**src/rtl/spm_pkg.sv**
```systemverilog
package spm_pkg;

  localparam logic [3:0] CODE_START    = 4'h1;
  localparam logic [3:0] CODE_STOP     = 4'h2;
  localparam logic [3:0] CODE_SEND     = 4'h3;
  localparam logic [3:0] CODE_RECV_ACK = 4'h4;
  localparam logic [3:0] CODE_RECV_NAK = 4'h5;

  typedef enum logic [2:0] {
    SEQ_IDLE,
    SEQ_START,
    SEQ_STOP,
    SEQ_BIT,
    SEQ_TAIL
  } seq_e;

  typedef struct packed {
    logic       err;
    logic       busy;
    logic       rx_ack_n;
    logic       tx_ack_n;
    logic [3:0] code;
  } stat_t;

  function automatic logic code_legal(input logic [3:0] c);
    return (c >= CODE_START) && (c <= CODE_RECV_NAK);
  endfunction

  function automatic logic code_is_recv(input logic [3:0] c);
    return (c == CODE_RECV_ACK) || (c == CODE_RECV_NAK);
  endfunction

endpackage

```
**src/rtl/spm_qtick.sv**
```systemverilog
module spm_qtick #(
  parameter int QTR = 4
) (
  input  logic clk,
  input  logic rst,
  input  logic run,
  output logic tick
);
  localparam int CW = (QTR > 1) ? $clog2(QTR) : 1;
  localparam logic [CW-1:0] LAST = CW'(QTR - 1);

  logic [CW-1:0] cnt;

  always_ff @(posedge clk) begin
    if (rst || !run) begin
      cnt <= '0;
    end else if (cnt == LAST) begin
      cnt <= '0;
    end else begin
      cnt <= cnt + 1'b1;
    end
  end

  assign tick = run && (cnt == LAST);
endmodule

```
**src/rtl/spm_sync.sv**
```systemverilog
module spm_sync #(
  parameter int STAGES = 2
) (
  input  logic clk,
  input  logic rst,
  input  logic d,
  output logic q
);
  logic [STAGES-1:0] ff;

  always_ff @(posedge clk) begin
    if (rst) begin
      ff <= '1;
    end else begin
      ff <= {ff[STAGES-2:0], d};
    end
  end

  assign q = ff[STAGES-1];
endmodule

```
**src/rtl/spm_engine.sv**
```systemverilog
module spm_engine
  import spm_pkg::*;
#(
  parameter int DW = 8
) (
  input  logic          clk,
  input  logic          rst,
  input  logic          go,
  input  logic [3:0]    code,
  input  logic [DW-1:0] tx_byte,
  input  logic          tick,
  input  logic          sda_s,
  output logic          busy,
  output logic          done,
  output logic [DW-1:0] rx_byte,
  output logic          ack_n,
  output logic          scl_o,
  output logic          sda_oe_o
);
  localparam int BW = $clog2(DW + 1);
  localparam logic [BW-1:0] ACK_SLOT = BW'(DW);

  seq_e          seq, nseq;
  logic [1:0]    q, nq;
  logic [BW-1:0] bitn, nbit;
  logic [DW-1:0] sh;
  logic [3:0]    code_q, ncode;
  logic          last_q;
  logic [1:0]    drv;

  function automatic logic [1:0] drive(
    input seq_e          s,
    input logic [1:0]    qq,
    input logic [BW-1:0] bn,
    input logic          dbit,
    input logic [3:0]    cd,
    input logic          oe_now
  );
    logic val;
    case (s)
      SEQ_START: case (qq)
        2'd0:    return {1'b0, oe_now};
        2'd1:    return 2'b00;
        2'd2:    return 2'b10;
        default: return 2'b11;
      endcase
      SEQ_STOP: case (qq)
        2'd0:    return {1'b0, oe_now};
        2'd1:    return 2'b01;
        2'd2:    return 2'b11;
        default: return 2'b10;
      endcase
      SEQ_BIT: begin
        if (bn == ACK_SLOT) val = (cd == CODE_RECV_ACK);
        else                val = (cd == CODE_SEND) ? ~dbit : 1'b0;
        return {qq[1], (qq == 2'd1) ? val : oe_now};
      end
      SEQ_TAIL:  return (qq == 2'd0) ? {1'b0, oe_now} : 2'b00;
      default:   return {1'b1, oe_now};
    endcase
  endfunction

  always_comb begin
    case (seq)
      SEQ_TAIL: last_q = (q == 2'd1);
      SEQ_IDLE: last_q = 1'b0;
      default:  last_q = (q == 2'd3);
    endcase
  end

  always_comb begin
    nseq  = seq;
    nq    = q;
    nbit  = bitn;
    ncode = code_q;
    if (seq == SEQ_IDLE) begin
      if (go) begin
        ncode = code;
        nq    = 2'd0;
        nbit  = '0;
        if (code == CODE_START)     nseq = SEQ_START;
        else if (code == CODE_STOP) nseq = SEQ_STOP;
        else                        nseq = SEQ_BIT;
      end
    end else if (tick) begin
      if (!last_q) begin
        nq = q + 2'd1;
      end else begin
        nq = 2'd0;
        if (seq == SEQ_BIT) begin
          if (bitn == ACK_SLOT) nseq = SEQ_TAIL;
          else                  nbit = bitn + 1'b1;
        end else begin
          nseq = SEQ_IDLE;
        end
      end
    end
  end

  assign drv = drive(nseq, nq, nbit, sh[DW-1], ncode, sda_oe_o);

  always_ff @(posedge clk) begin
    if (rst) begin
      seq      <= SEQ_IDLE;
      q        <= 2'd0;
      bitn     <= '0;
      code_q   <= '0;
      sh       <= '0;
      ack_n    <= 1'b1;
      scl_o    <= 1'b1;
      sda_oe_o <= 1'b0;
    end else begin
      seq      <= nseq;
      q        <= nq;
      bitn     <= nbit;
      code_q   <= ncode;
      scl_o    <= drv[1];
      sda_oe_o <= drv[0];
      if (seq == SEQ_IDLE && go) begin
        sh <= tx_byte;
      end else if (tick && seq == SEQ_BIT && q == 2'd2) begin
        if (bitn == ACK_SLOT) ack_n <= sda_s;
        else                  sh    <= {sh[DW-2:0], sda_s};
      end
    end
  end

  assign busy    = (seq != SEQ_IDLE);
  assign done    = tick && last_q && (seq != SEQ_BIT);
  assign rx_byte = sh;
endmodule

```
**src/rtl/spm_regs.sv**
```systemverilog
module spm_regs
  import spm_pkg::*;
#(
  parameter int DW = 8
) (
  input  logic          clk,
  input  logic          rst,
  input  logic          wr_data,
  input  logic          wr_ctrl,
  input  logic [DW-1:0] wdata,
  input  logic          eng_busy,
  input  logic          eng_done,
  input  logic [DW-1:0] rx_byte,
  input  logic          ack_n,
  output logic          go,
  output logic [3:0]    go_code,
  output logic [DW-1:0] data_q,
  output stat_t         stat,
  output logic          irq
);
  logic       err_q, rx_ack_q, tx_ack_q, busy_d;
  logic [3:0] code_q;

  assign go_code = wdata[3:0];
  assign go      = wr_ctrl && !eng_busy && code_legal(go_code);

  always_ff @(posedge clk) begin
    if (rst) begin
      data_q   <= '0;
      err_q    <= 1'b0;
      rx_ack_q <= 1'b1;
      tx_ack_q <= 1'b1;
      code_q   <= '0;
      busy_d   <= 1'b0;
      irq      <= 1'b0;
    end else begin
      busy_d <= eng_busy;
      irq    <= busy_d && !eng_busy;
      if (wr_data && !eng_busy) data_q <= wdata;
      if (eng_done) begin
        if (code_is_recv(code_q)) begin
          data_q   <= rx_byte;
          tx_ack_q <= (code_q == CODE_RECV_NAK);
        end
        if (code_q == CODE_SEND) rx_ack_q <= ack_n;
      end
      if (wr_ctrl) begin
        if (go) begin
          err_q  <= 1'b0;
          code_q <= go_code;
        end else begin
          err_q <= 1'b1;
        end
      end
    end
  end

  assign stat = '{err: err_q, busy: eng_busy, rx_ack_n: rx_ack_q,
                  tx_ack_n: tx_ack_q, code: code_q};
endmodule

```
**src/rtl/serial_prom_master.sv**
```systemverilog
module serial_prom_master
  import spm_pkg::*;
#(
  parameter int CLK_HZ      = 50_000_000,
  parameter int BIT_HZ      = 78_000,
  parameter int SYNC_STAGES = 2
) (
  input  logic       clk,
  input  logic       rst,
  input  logic       wr_data,
  input  logic       wr_ctrl,
  input  logic [7:0] wdata,
  output logic [7:0] data_q,
  output logic [7:0] stat_q,
  output logic       scl,
  output logic       sda_oe,
  input  logic       sda_in,
  output logic       irq
);
  localparam int DW  = 8;
  localparam int QTR = CLK_HZ / (4 * BIT_HZ);

  logic          tick, sda_s, go, eng_busy, eng_done, ack_n;
  logic [3:0]    go_code;
  logic [DW-1:0] rx_byte;
  stat_t         stat;

  spm_qtick #(.QTR(QTR)) u_tick (
    .clk(clk), .rst(rst), .run(eng_busy), .tick(tick)
  );

  spm_sync #(.STAGES(SYNC_STAGES)) u_sync (
    .clk(clk), .rst(rst), .d(sda_in), .q(sda_s)
  );

  spm_engine #(.DW(DW)) u_eng (
    .clk(clk), .rst(rst), .go(go), .code(go_code), .tx_byte(data_q),
    .tick(tick), .sda_s(sda_s), .busy(eng_busy), .done(eng_done),
    .rx_byte(rx_byte), .ack_n(ack_n), .scl_o(scl), .sda_oe_o(sda_oe)
  );

  spm_regs #(.DW(DW)) u_regs (
    .clk(clk), .rst(rst), .wr_data(wr_data), .wr_ctrl(wr_ctrl),
    .wdata(wdata), .eng_busy(eng_busy), .eng_done(eng_done),
    .rx_byte(rx_byte), .ack_n(ack_n), .go(go), .go_code(go_code),
    .data_q(data_q), .stat(stat), .irq(irq)
  );

  assign stat_q = stat;
endmodule

```
**config.mk**
```make
export PLATFORM = sky130hd
export DESIGN_NAME = serial_prom_master
export DESIGN_NICKNAME = d
export VERILOG_FILES = /design/src/rtl/spm_pkg.sv /design/src/rtl/spm_qtick.sv /design/src/rtl/spm_sync.sv /design/src/rtl/spm_engine.sv /design/src/rtl/spm_regs.sv /design/src/rtl/serial_prom_master.sv
export SDC_FILE = /design/constraint.sdc
export NUM_CORES = 1
export LEC_CHECK = 0
export BUFFER_PORTS_ARGS = -buffer_cell sky130_fd_sc_hd__buf_4
export CAP_MARGIN = 30
export CORE_ASPECT_RATIO = 2
export CORE_MARGIN = 4
export CORE_UTILIZATION = 35
export CTS_CLUSTER_DIAMETER = 150
export DETAILED_ROUTE_END_ITERATION = 12
export GPL_TIMING_DRIVEN = 0
export HOLD_SLACK_MARGIN = 0.03
export PLACE_DENSITY_LB_ADDON = 0.15
export SLEW_MARGIN = 10
export SYNTH_ARGS = -nofsm -noshare
export SYNTH_HDL_FRONTEND = slang
export SYNTH_SLANG_ARGS = --single-unit
```
**constraint.sdc**
```tcl
create_clock -name clk -period 3.29 [get_ports clk]
set_clock_uncertainty 0.2 [all_clocks]
set_input_delay 0.329 -clock clk [delete_from_list [all_inputs] [get_ports clk]]
set_output_delay 0.329 -clock clk [all_outputs]
set_load 0.03 [all_outputs]
```
==> impl_metrics.toml, run 1 <==
[finish]
antenna_cells = 0
seqCellArea_sq_um = 1020
areaGrowthSynthToFinish_pct = 19.3
layout_common_cells = "dfxtp_1 (51), nand2_1 (35), nor2_1 (34), buf_4 (33), a21oi_1 (29)"
final_core_util_pct = 43.3
multi_input_area_sq_um = 1500
drive_gt1_share_pct = 20.0
fill_cells = 800
layout.cells.non_filler = 447
mostFrequentLayoutCell = "dfxtp_1"
final_nets = 374

[clocking]
cts_hold_buf = 1
post_cts_buffers = 0
clockBufferDepth = 2
cts_resized = 0
cts_root_buffer = "clkbuf_16"
cts_max_level = 2
clkSinkCount = 51
clock_latency_ns = 0.30
clk_pin_slew_worst_paths_ns = 0.07
cts_buffers = 5
cts_tree = "yes"

[routing]
postRouteWirelength_mm = 7.10
postRouteAntennaNets = 0
drt-initial-drc-count = 81
post_drt_wl_per_cell_um = 15.9
vias = 2371
first_pass_iters = 4
viasPerCell = 5.30
drc_errors = 0

[worst_setup_path]
worst-path-max-fanout = 6
r2r_cells = 9
crit_required_ns = 3.30
reg2reg_to = "u_eng.sda_oe_o"
critPathBufInv = 1
regToRegSetupSlack_ns = 0.33
cp.arrival_ns = 2.97
cp-end-kind = "register"
crit_family = "simple AND/OR/NAND/NOR gates"
path_class = "register to register"
cp-start-kind = "register"
max_stage_delay_ns = 0.38
rr_startpoint = "u_eng.bitn[0]"
crit_chain = "inv_1 -> ha_1 -> nand3b_1 -> and2_4 -> a221o_1 -> and3_1 -> o211a_1 -> or3_1 -> a311oi_2"
crit_slowest_cell = "or3_1"

[synthesis]
synth_top_area_share_pct = 38.1
ys_seq_area_share_pct = 38.1
synth-seq-cells = 51
synth_ff_type = "dfxtp_1"
syn_nets = 337
synth.largest_area_cell = "dfxtp_1"
async_flop_share_pct = 0
syn_area_per_cell_sq_um = 8.44
syn_area_sq_um = 2680
synth_edf_count = 0
synthCells = 317
synth_warnings = 0
synth_cell_type_count = 61
synthTopCellsByArea = "dfxtp_1 (38%), a21oi_1 (5.4%), nand2_1 (4.9%)"

[placement]
dp_hpwl_mm = 5.47
place_congestion = 0.820
dp_worst_setup_slack_ns = 0.276
port_buffers = 29
placed_cells = 438

[global_routing]
grt_pass1_wl_mm = 11.8
grt_pass1_vias = 2350
gr-total-overflow = 0
antenna_found_initial = 0
grt_max_degree = 18
grtUsageTotal_pct = 16.2

[timing]
hold_violations = 0
rsz0062_at_grt = "false"
setup_viol = 0
post-route-min-period_ns = 2.96
fmax_mhz = 338
tightest_slew_ns = 0.779
drv_slew = 0
finalSetupTns_ns = 0
worst_slack_ns = 0.330
period_share_pct = 90.0
holdWs_ns = 0.136
relSlewSlack_pct = 47.4

[run_status]
status = "finished clean"

[flow_run]
maxCapViolations = 0

[min_path]
hold_path.class = "primary input to register"
min_to = "u_regs.err_q"
worstHoldStart = "wr_ctrl"
whs_path_depth = 3

[pwr]
powerDensity_nw_per_um2 = 458
ir_drop_mv = 0.406
p_leak_nw = 1.24

[floorplanning]
dieWidth_um = 69.8
ioPinCount = 32
core_sq_um = 7380
rows = 44
initial_core_util_pct = 36.3
dieArea_sq_um = 9190
die_h_um = 132
-- kinds of logic (layout without fill, tap and decap cells) --
| kind of cell | after synthesis | in the layout | share of synthesized area [%] |
|---|---|---|---|
| AOI/OAI and AO/OA | 69 | 69 | 17.9 |
| xor gates and xnor gates | 9 | 9 | 2.95 |
| adders and majority gates | 7 | 7 | 3.27 |
| buffers and inverters | 29 | 67 | 5.84 |
| DFF | 51 | 51 | 38.1 |
| muxes | 9 | 9 | 3.37 |
| and+or+nand+nor | 143 | 143 | 28.6 |
-- sequential cells by signal (all words and copies together) (netlist names) --
signal / flops
u_sync.ff: 2
u_regs.tx_ack_q: 1
u_eng.q: 2
u_regs.irq: 1
u_eng.bitn: 4
u_regs.rx_ack_q: 1
u_eng.sda_oe_o: 1
u_regs.err_q: 1
u_eng.scl_o: 1
u_eng.ack_n: 1
u_eng.seq: 3
u_regs.busy_d: 1
u_eng.code_q: 4
u_eng.rx_byte: 8
u_regs.code_q: 4
u_regs.data_q: 8
u_tick.cnt: 8
-- layout make-up --
type / count / share of cell area [%]
plain buffers: 20 / 3.84
clock inverters: 3 / 1.49
clock buffers: 5 / 3.92
flip-flops and latches: 51 / 32.0
repair buffers: 30 / 7.13
multi-input cells: 237 / 47.0
well taps: 92 / 3.61
inverters: 9 / 1.06
-- worst max-delay path by stage --
stage | startpoint | to | slack, ns | cells after the start
2_1_floorplan | u_tick.cnt[0] | u_regs.data_q[5] | 0.64 | 10
3_3_place_gp | wdata[2] | u_eng.sda_oe_o | 0.30 | 12
3_5_place_dp | wdata[2] | u_eng.sda_oe_o | 0.28 | 12
6_report | u_eng.bitn[0] | u_eng.sda_oe_o | 0.33 | 9
4_1_cts | u_tick.cnt[5] | u_eng.sda_oe_o | 0.33 | 9
5_1_grt | u_tick.cnt[0] | u_eng.sda_oe_o | 0.14 | 10
-- metrics by stage --
step / area, sq um / power (mW)
finish: 3190 / 1.46
global route: 3190 / 1.52
CTS: 3190 / 1.48
detailed placement: 3010 / 0.868
global placement: 3010 / 0.866
floorplan: 2680 / 0.798
-- cell usage after synthesis, types with 2 or more instances --
cell type / n
a211oi_2: 8
a21oi_1: 29
and2_1: 7
and3_1: 5
buf_2: 2
buf_4: 4
buf_6: 4
clkbuf_1: 9
dfxtp_1: 51
ha_1: 7
inv_1: 9
mux2i_1: 9
nand2_1: 35
nand2b_1: 3
nand3_1: 12
nand3b_1: 3
nand4_1: 5
nor2_1: 34
nor3_1: 10
nor3b_1: 5
nor4_1: 2
nor4b_2: 2
o21ai_0: 12
or2_2: 4
or3_1: 3
xnor2_1: 2
xor2_1: 7
-- routing by layer --
| metal | wire, um | GRT usage (%) | vias up |
|---|---|---|---|
| li1 | - | - | 1194 |
| met1 | 2620 | 16.2 | 1126 |
| met2 | 4070 | 31.4 | 36 |
| met3 | 154 | 2.68 | 15 |
| met4 | 257 | 7.36 | 0 |
| met5 | 0 | 0 | - |
-- worst register-to-register path, stage by stage (launching register included) --
cell and delay [ns]:
dfxtp_1 0.35, inv_1 0.13, ha_1 0.23, nand3b_1 0.28, and2_4 0.29, a221o_1 0.37, and3_1 0.19, o211a_1 0.23
or3_1 0.38, a311oi_2 0.23
-- power breakdown --
part           internal (mW)  leakage [nW]  switching [mW]
logic                 0.0765         0.742           0.121
clock network          0.363        0.0844           0.247
registers              0.638         0.414          0.0156
(Power assumes the default switching activity.)
==> run 2: changes to the inputs <==
--- a/config.mk
+++ b/config.mk
@@ -9,11 +9,12 @@
 export CAP_MARGIN = 30
 export CORE_ASPECT_RATIO = 2
 export CORE_MARGIN = 4
-export CORE_UTILIZATION = 35
+export CORE_UTILIZATION = 25
 export CTS_CLUSTER_DIAMETER = 150
 export DETAILED_ROUTE_END_ITERATION = 12
 export GPL_TIMING_DRIVEN = 0
 export HOLD_SLACK_MARGIN = 0.03
+export MAX_ROUTING_LAYER = met4
 export PLACE_DENSITY_LB_ADDON = 0.15
 export SLEW_MARGIN = 10
 export SYNTH_ARGS = -nofsm -noshare
==> constraint.sdc (replaced) <==
create_clock -name clk -period 2.9 [get_ports clk]
set_clock_uncertainty 0.2 [all_clocks]
set_input_delay 0.29 -clock clk [delete_from_list [all_inputs] [get_ports clk]]
set_output_delay 0.29 -clock clk [all_outputs]
set_load 0.03 [all_outputs]
==> run 2 against run 1 <==
  * Sequential power increased by 14%
  * First-iteration DRC count increased by 3.7%
  * Fmax increased by 4.0%
  * Critical path depth decreased by 1
  * Non-clock buffer count increased by 3
  * Sequential share of layout area decreased by 0.97 points
  * Cell count increased by 11%
==> impl_metrics.toml, run 2 (synthesis results as in run 1) <==
[run_status]
status = "finished clean"

[clocking]
cts_buffers = 5
cts_root_buffer = "clkbuf_16"
clock_latency_ns = 0.30
cts_tree = "yes"
clk_pin_slew_worst_paths_ns = 0.07
clkSinkCount = 51
clockBufferDepth = 2
cts_max_level = 2

[timing]
post-route-min-period_ns = 2.85
setup_viol = 0
tightest_slew_ns = 0.853
relSlewSlack_pct = 42.4
worst_slack_ns = 0.0536
period_share_pct = 98.2
rsz0062_at_grt = "true"
fmax_mhz = 351
drv_slew = 0
hold_violations = 0

[routing]
drc_errors = 0
dr_wl_met3_um = 144
post_drt_wl_per_cell_um = 15.9
vias = 2373
postRouteAntennaNets = 0
m1WireLength_mm = 2.81
routed.top_layer = "met4"
wl_met2_mm = 4.63
drt-initial-drc-count = 84
postRouteWirelength_mm = 7.85
first_pass_iters = 4
viasPerCell = 4.79

[worst_setup_path]
reg2reg_to = "u_eng.sda_oe_o"
r2r_cells = 8
rr_startpoint = "u_tick.cnt[5]"
crit_end = "u_eng.sda_oe_o"
worst-path-max-fanout = 6
cp-end-kind = "register"
crit_chain = "or3b_2 -> nor3_4 -> buf_4 -> o2111ai_2 -> ha_2 -> nor3b_1 -> or3_1 -> a311oi_2"
cp-start-kind = "register"
cp.arrival_ns = 2.86
critPathLaunch = "u_tick.cnt[5]"
path_depth = 8
crit_required_ns = 2.91
max_stage_delay_ns = 0.53
path_class = "register to register"
critPathBufInv = 1
regToRegSetupSlack_ns = 0.05
crit_family = "simple AND/OR/NAND/NOR gates"
crit_slowest_cell = "or3b_2"

[finish]
multi_input_area_sq_um = 1550
seqCellArea_sq_um = 1020
areaGrowthSynthToFinish_pct = 23.3
layout_common_cells = "dfxtp_1 (49), buf_4 (37), nand2_1 (35), nor2_1 (34), a21oi_1 (28)"
antenna_cells = 0
drive_gt1_share_pct = 23.7
mostFrequentLayoutCell = "dfxtp_1"
final_nets = 377
fill_cells = 1200

[placement]
dp_hpwl_mm = 6.04
port_buffers = 29
place_congestion = 0.860
dp_worst_setup_slack_ns = -0.119

[pwr]
clkPwrFrac_pct = 38.0
power_switching_uw = 437
swShare_pct = 27.8
p_leak_nw = 1.26
total_power_mw = 1.57
powerDensity_nw_per_um2 = 475
p_comb_share_pct = 14.6
ir_drop_mv = 0.326
internal-power_mw = 1.13
pwr-share-seq_pct = 47.4

[min_path]
hold_path.class = "primary input to register"

[global_routing]
antenna_found_initial = 0
grtUsageTotal_pct = 13.6
grt_max_degree = 16
grt_pass1_vias = 2405
grt_pass1_wl_mm = 12.5
gr-total-overflow = 0

[floorplanning]
dieWidth_um = 81.2
dieArea_sq_um = 12500
initial_core_util_pct = 25.5
ioPinCount = 32
rows = 53
core_sq_um = 10500
die_h_um = 154

[flow_run]
maxCapViolations = 0
==> run 2: what timing repair did <==
item,4_1_cts,5_1_grt
buffers inserted,2,2
setup endpoints to repair,3,12
endpoints found under the hold margin,1,0
pin swaps,0,1
gates resized for setup,4,9
hold buffers,1,0
==> run 2: power by group through the flow <==
stage | sequential (mW) | clock (mW) | combinational [mW]
after floorplan | 0.780 | 0 | 0.125
after global placement | 0.758 | 0 | 0.229
after detailed placement | 0.758 | 0 | 0.230
after CTS | 0.742 | 0.616 | 0.232
after global routing | 0.746 | 0.639 | 0.252
final | 0.743 | 0.596 | 0.229
==> run 2: metal layers <==
layer / GRT usage [%] / vias to the layer above
met2: 26.0 / 34
met5: - / -
met3: 1.69 / 19
met1: 12.6 / 1116
li1: - / 1204
met4: 6.77 / 0
==> run 2: layout make-up <==
| cell class | count | area share, % |
|---|---|---|
| Multi-Input combinational cell | 237 | 47.1 |
| Sequential cell | 51 | 31.0 |
| Timing Repair Buffer | 34 | 7.81 |
| Tap cell | 137 | 5.20 |
| Clock buffer | 6 | 3.91 |
| Buffer | 19 | 3.60 |
| Inverter | 9 | 1.02 |
| Clock inverter | 2 | 0.379 |
==> run 2: worst min path at each step <==
stage	cells after the start	endpoint	from	slack, ns
after CTS	3	u_regs.err_q	wr_ctrl	0.09
after floorplan	1	u_sync.ff[1]	u_sync.ff[0]	0.19
after global placement	1	u_sync.ff[1]	u_sync.ff[0]	0.20
after global routing	3	u_regs.err_q	wr_ctrl	0.13
after detailed placement	1	u_sync.ff[1]	u_sync.ff[0]	0.20
final	3	u_regs.err_q	wr_ctrl	0.09
==> run 2: metrics by stage <==
step / TNS, ns / cells / hold WS (ns) / instance area, sq um / util (%)
6_report: 0 / 495 / 0.0885 / 3300 / 31.5
5_1_grt: -0.301 / 495 / 0.134 / 3300 / 31.5
4_1_cts: 0 / 493 / 0.0882 / 3240 / 30.9
3_5_place_dp: -0.351 / 483 / 0.203 / 3070 / 29.3
3_3_place_gp: -0.427 / 483 / 0.204 / 3070 / 29.3
2_1_floorplan: 0 / 317 / 0.189 / 2680 / -
==> run 2: tightest hold or removal path: cells and delay by family <==
kind,cells,cell delay [ns]
simple gates,2,0.15
buf+inv,1,0.11
==> run 3: changes to the inputs <==
--- a/config.mk
+++ b/config.mk
@@ -16,6 +16,7 @@
 export HOLD_SLACK_MARGIN = 0.03
 export MAX_ROUTING_LAYER = met4
 export PLACE_DENSITY_LB_ADDON = 0.15
+export RECOVER_POWER = 25
 export SLEW_MARGIN = 10
 export SYNTH_ARGS = -nofsm -noshare
 export SYNTH_HDL_FRONTEND = slang
==> run 3 against run 2 <==
  * Via count fell by 0.13%
  * Routed wire length barely moved
  * Critical path type unchanged
  * Worst setup slack worse by 0.0058 ns
  * Die area stayed put
  * Largest power group unchanged
  * Critical endpoint unchanged
==> impl_metrics.toml, run 3 (synthesis results as in run 1) <==
[clocking]
clkSinkCount = 51
cts_buffers = 5
cts_root_buffer = "clkbuf_16"
clk_pin_slew_worst_paths_ns = 0.07
cts_max_level = 2
cts_tree = "yes"
clockBufferDepth = 2
clock_latency_ns = 0.29

[floorplanning]
dieArea_sq_um = 12500
rows = 53
core_sq_um = 10500
initial_core_util_pct = 25.5
die_h_um = 154
ioPinCount = 32
dieWidth_um = 81.2

[placement]
placed_cell_area_sq_um = 3070
port_buffers = 29
place_congestion = 0.860
dp_hpwl_mm = 6.04

[global_routing]
grtUsageTotal_pct = 13.6
grt_pass1_wl_mm = 12.5
grt_pass1_vias = 2405
antenna_found_initial = 0
grt_max_degree = 16
gr-total-overflow = 0

[pwr]
p_leak_nw = 1.20
ir_drop_mv = 0.326
powerDensity_nw_per_um2 = 480

[finish]
final_nets = 377
mostFrequentLayoutCell = "dfxtp_1"
fill_cells = 1208
design_area_sq_um = 3250
areaGrowthSynthToFinish_pct = 21.3
layout_common_cells = "dfxtp_1 (49), nand2_1 (35), nor2_1 (34), a21oi_1 (28), clkbuf_1 (23)"
antenna_cells = 0
drive_gt1_share_pct = 19.8

[flow_run]
maxCapViolations = 0

[timing]
rsz0062_at_grt = "true"
hold_violations = 0
post-route-min-period_ns = 2.85
drv_slew = 0
fmax_mhz = 351
relSlewSlack_pct = 43.2
holdWs_ns = 0.0942
tightest_slew_ns = 0.840
period_share_pct = 98.4
setup_viol = 0

[worst_setup_path]
path_class = "register to register"
crit_required_ns = 2.91
cp-start-kind = "register"
worst-path-max-fanout = 6
cp.arrival_ns = 2.86
cp-end-kind = "register"

[min_path]
hold_path.class = "primary input to register"

[routing]
postRouteAntennaNets = 0
postRouteWirelength_mm = 7.84
drc_errors = 0
post_drt_wl_per_cell_um = 15.8
viasPerCell = 4.79
vias = 2370
drt-initial-drc-count = 80
first_pass_iters = 4

[run_status]
status = "finished clean"
-- run 3: cell types whose count changed in the layout (fill, tap and decap cells not counted), sizes merged --
cell	before	now
buf	44	29
clkbuf	14	29
-- run 3: critical path: stages (launching register included) --
cell and delay [ns]:
dfxtp_1 0.36, or3b_2 0.53, nor3_4 0.35, buf_4 0.17
o2111ai_2 0.17, ha_2 0.24, nor3b_1 0.14, or3_1 0.37
a311oi_2 0.23
-- run 3: per-stage QoR --
step                setup WS (ns)  util, %  setup TNS [ns]  std cells  power, mW
CTS                      0.000817     30.9               0        493       1.59
finish                     0.0478     31.0               0        495       1.56
floorplan                   0.247        -               0        317      0.905
detailed placement         -0.119     29.3          -0.351        483      0.989
global placement           -0.124     29.3          -0.427        483      0.988
global route               -0.109     31.0          -0.301        495       1.63
-- run 3: final timing paths --
check                                       to  slack (ns)          start  cells after the start
worst max-delay path            u_eng.sda_oe_o        0.05  u_tick.cnt[5]                      8
worst min-delay path              u_regs.err_q        0.09        wr_ctrl                      3
worst max register to register  u_eng.sda_oe_o        0.05  u_tick.cnt[5]                      8
worst min register to register    u_sync.ff[1]        0.21   u_sync.ff[0]                      1
-- run 3: timing repair --
item | 4_1_cts | 5_1_grt
buffers inserted | 2 | 2
hold buffers | 1 | 0
gates cloned | 0 | 0
resized for setup | 4 | 9
setup endpoints to repair | 3 | 12
pin swaps | 0 | 1
hold endpoints to repair | 1 | 0
-- run 3: metal layers --
layer  global-route usage, %  routed length [um]  vias up
li1                        -                   -     1204
met1                    12.6                2810     1111
met2                    26.0                4620       36
met3                    1.69                 142       19
met4                    6.77                 263        0
met5                       -                   0        -
-- run 3: where the power goes --
group	leakage, nW	internal, mW	switching [mW]	total (mW)
Combinational	0.716	0.0782	0.141	0.220
Clock	0.0669	0.320	0.275	0.595
Sequential	0.415	0.724	0.0187	0.743
-- run 3: layout make-up --
class	count	area [sq um]	area share (%)
plain buffers	19	119	3.66
multi-input cells	237	1550	47.8
flip-flops and latches	51	1020	31.5
clock buffers	6	129	3.97
well taps	137	171	5.28
inverters	9	33.8	1.04
repair buffers	34	205	6.32
clock inverters	2	12.5	0.385
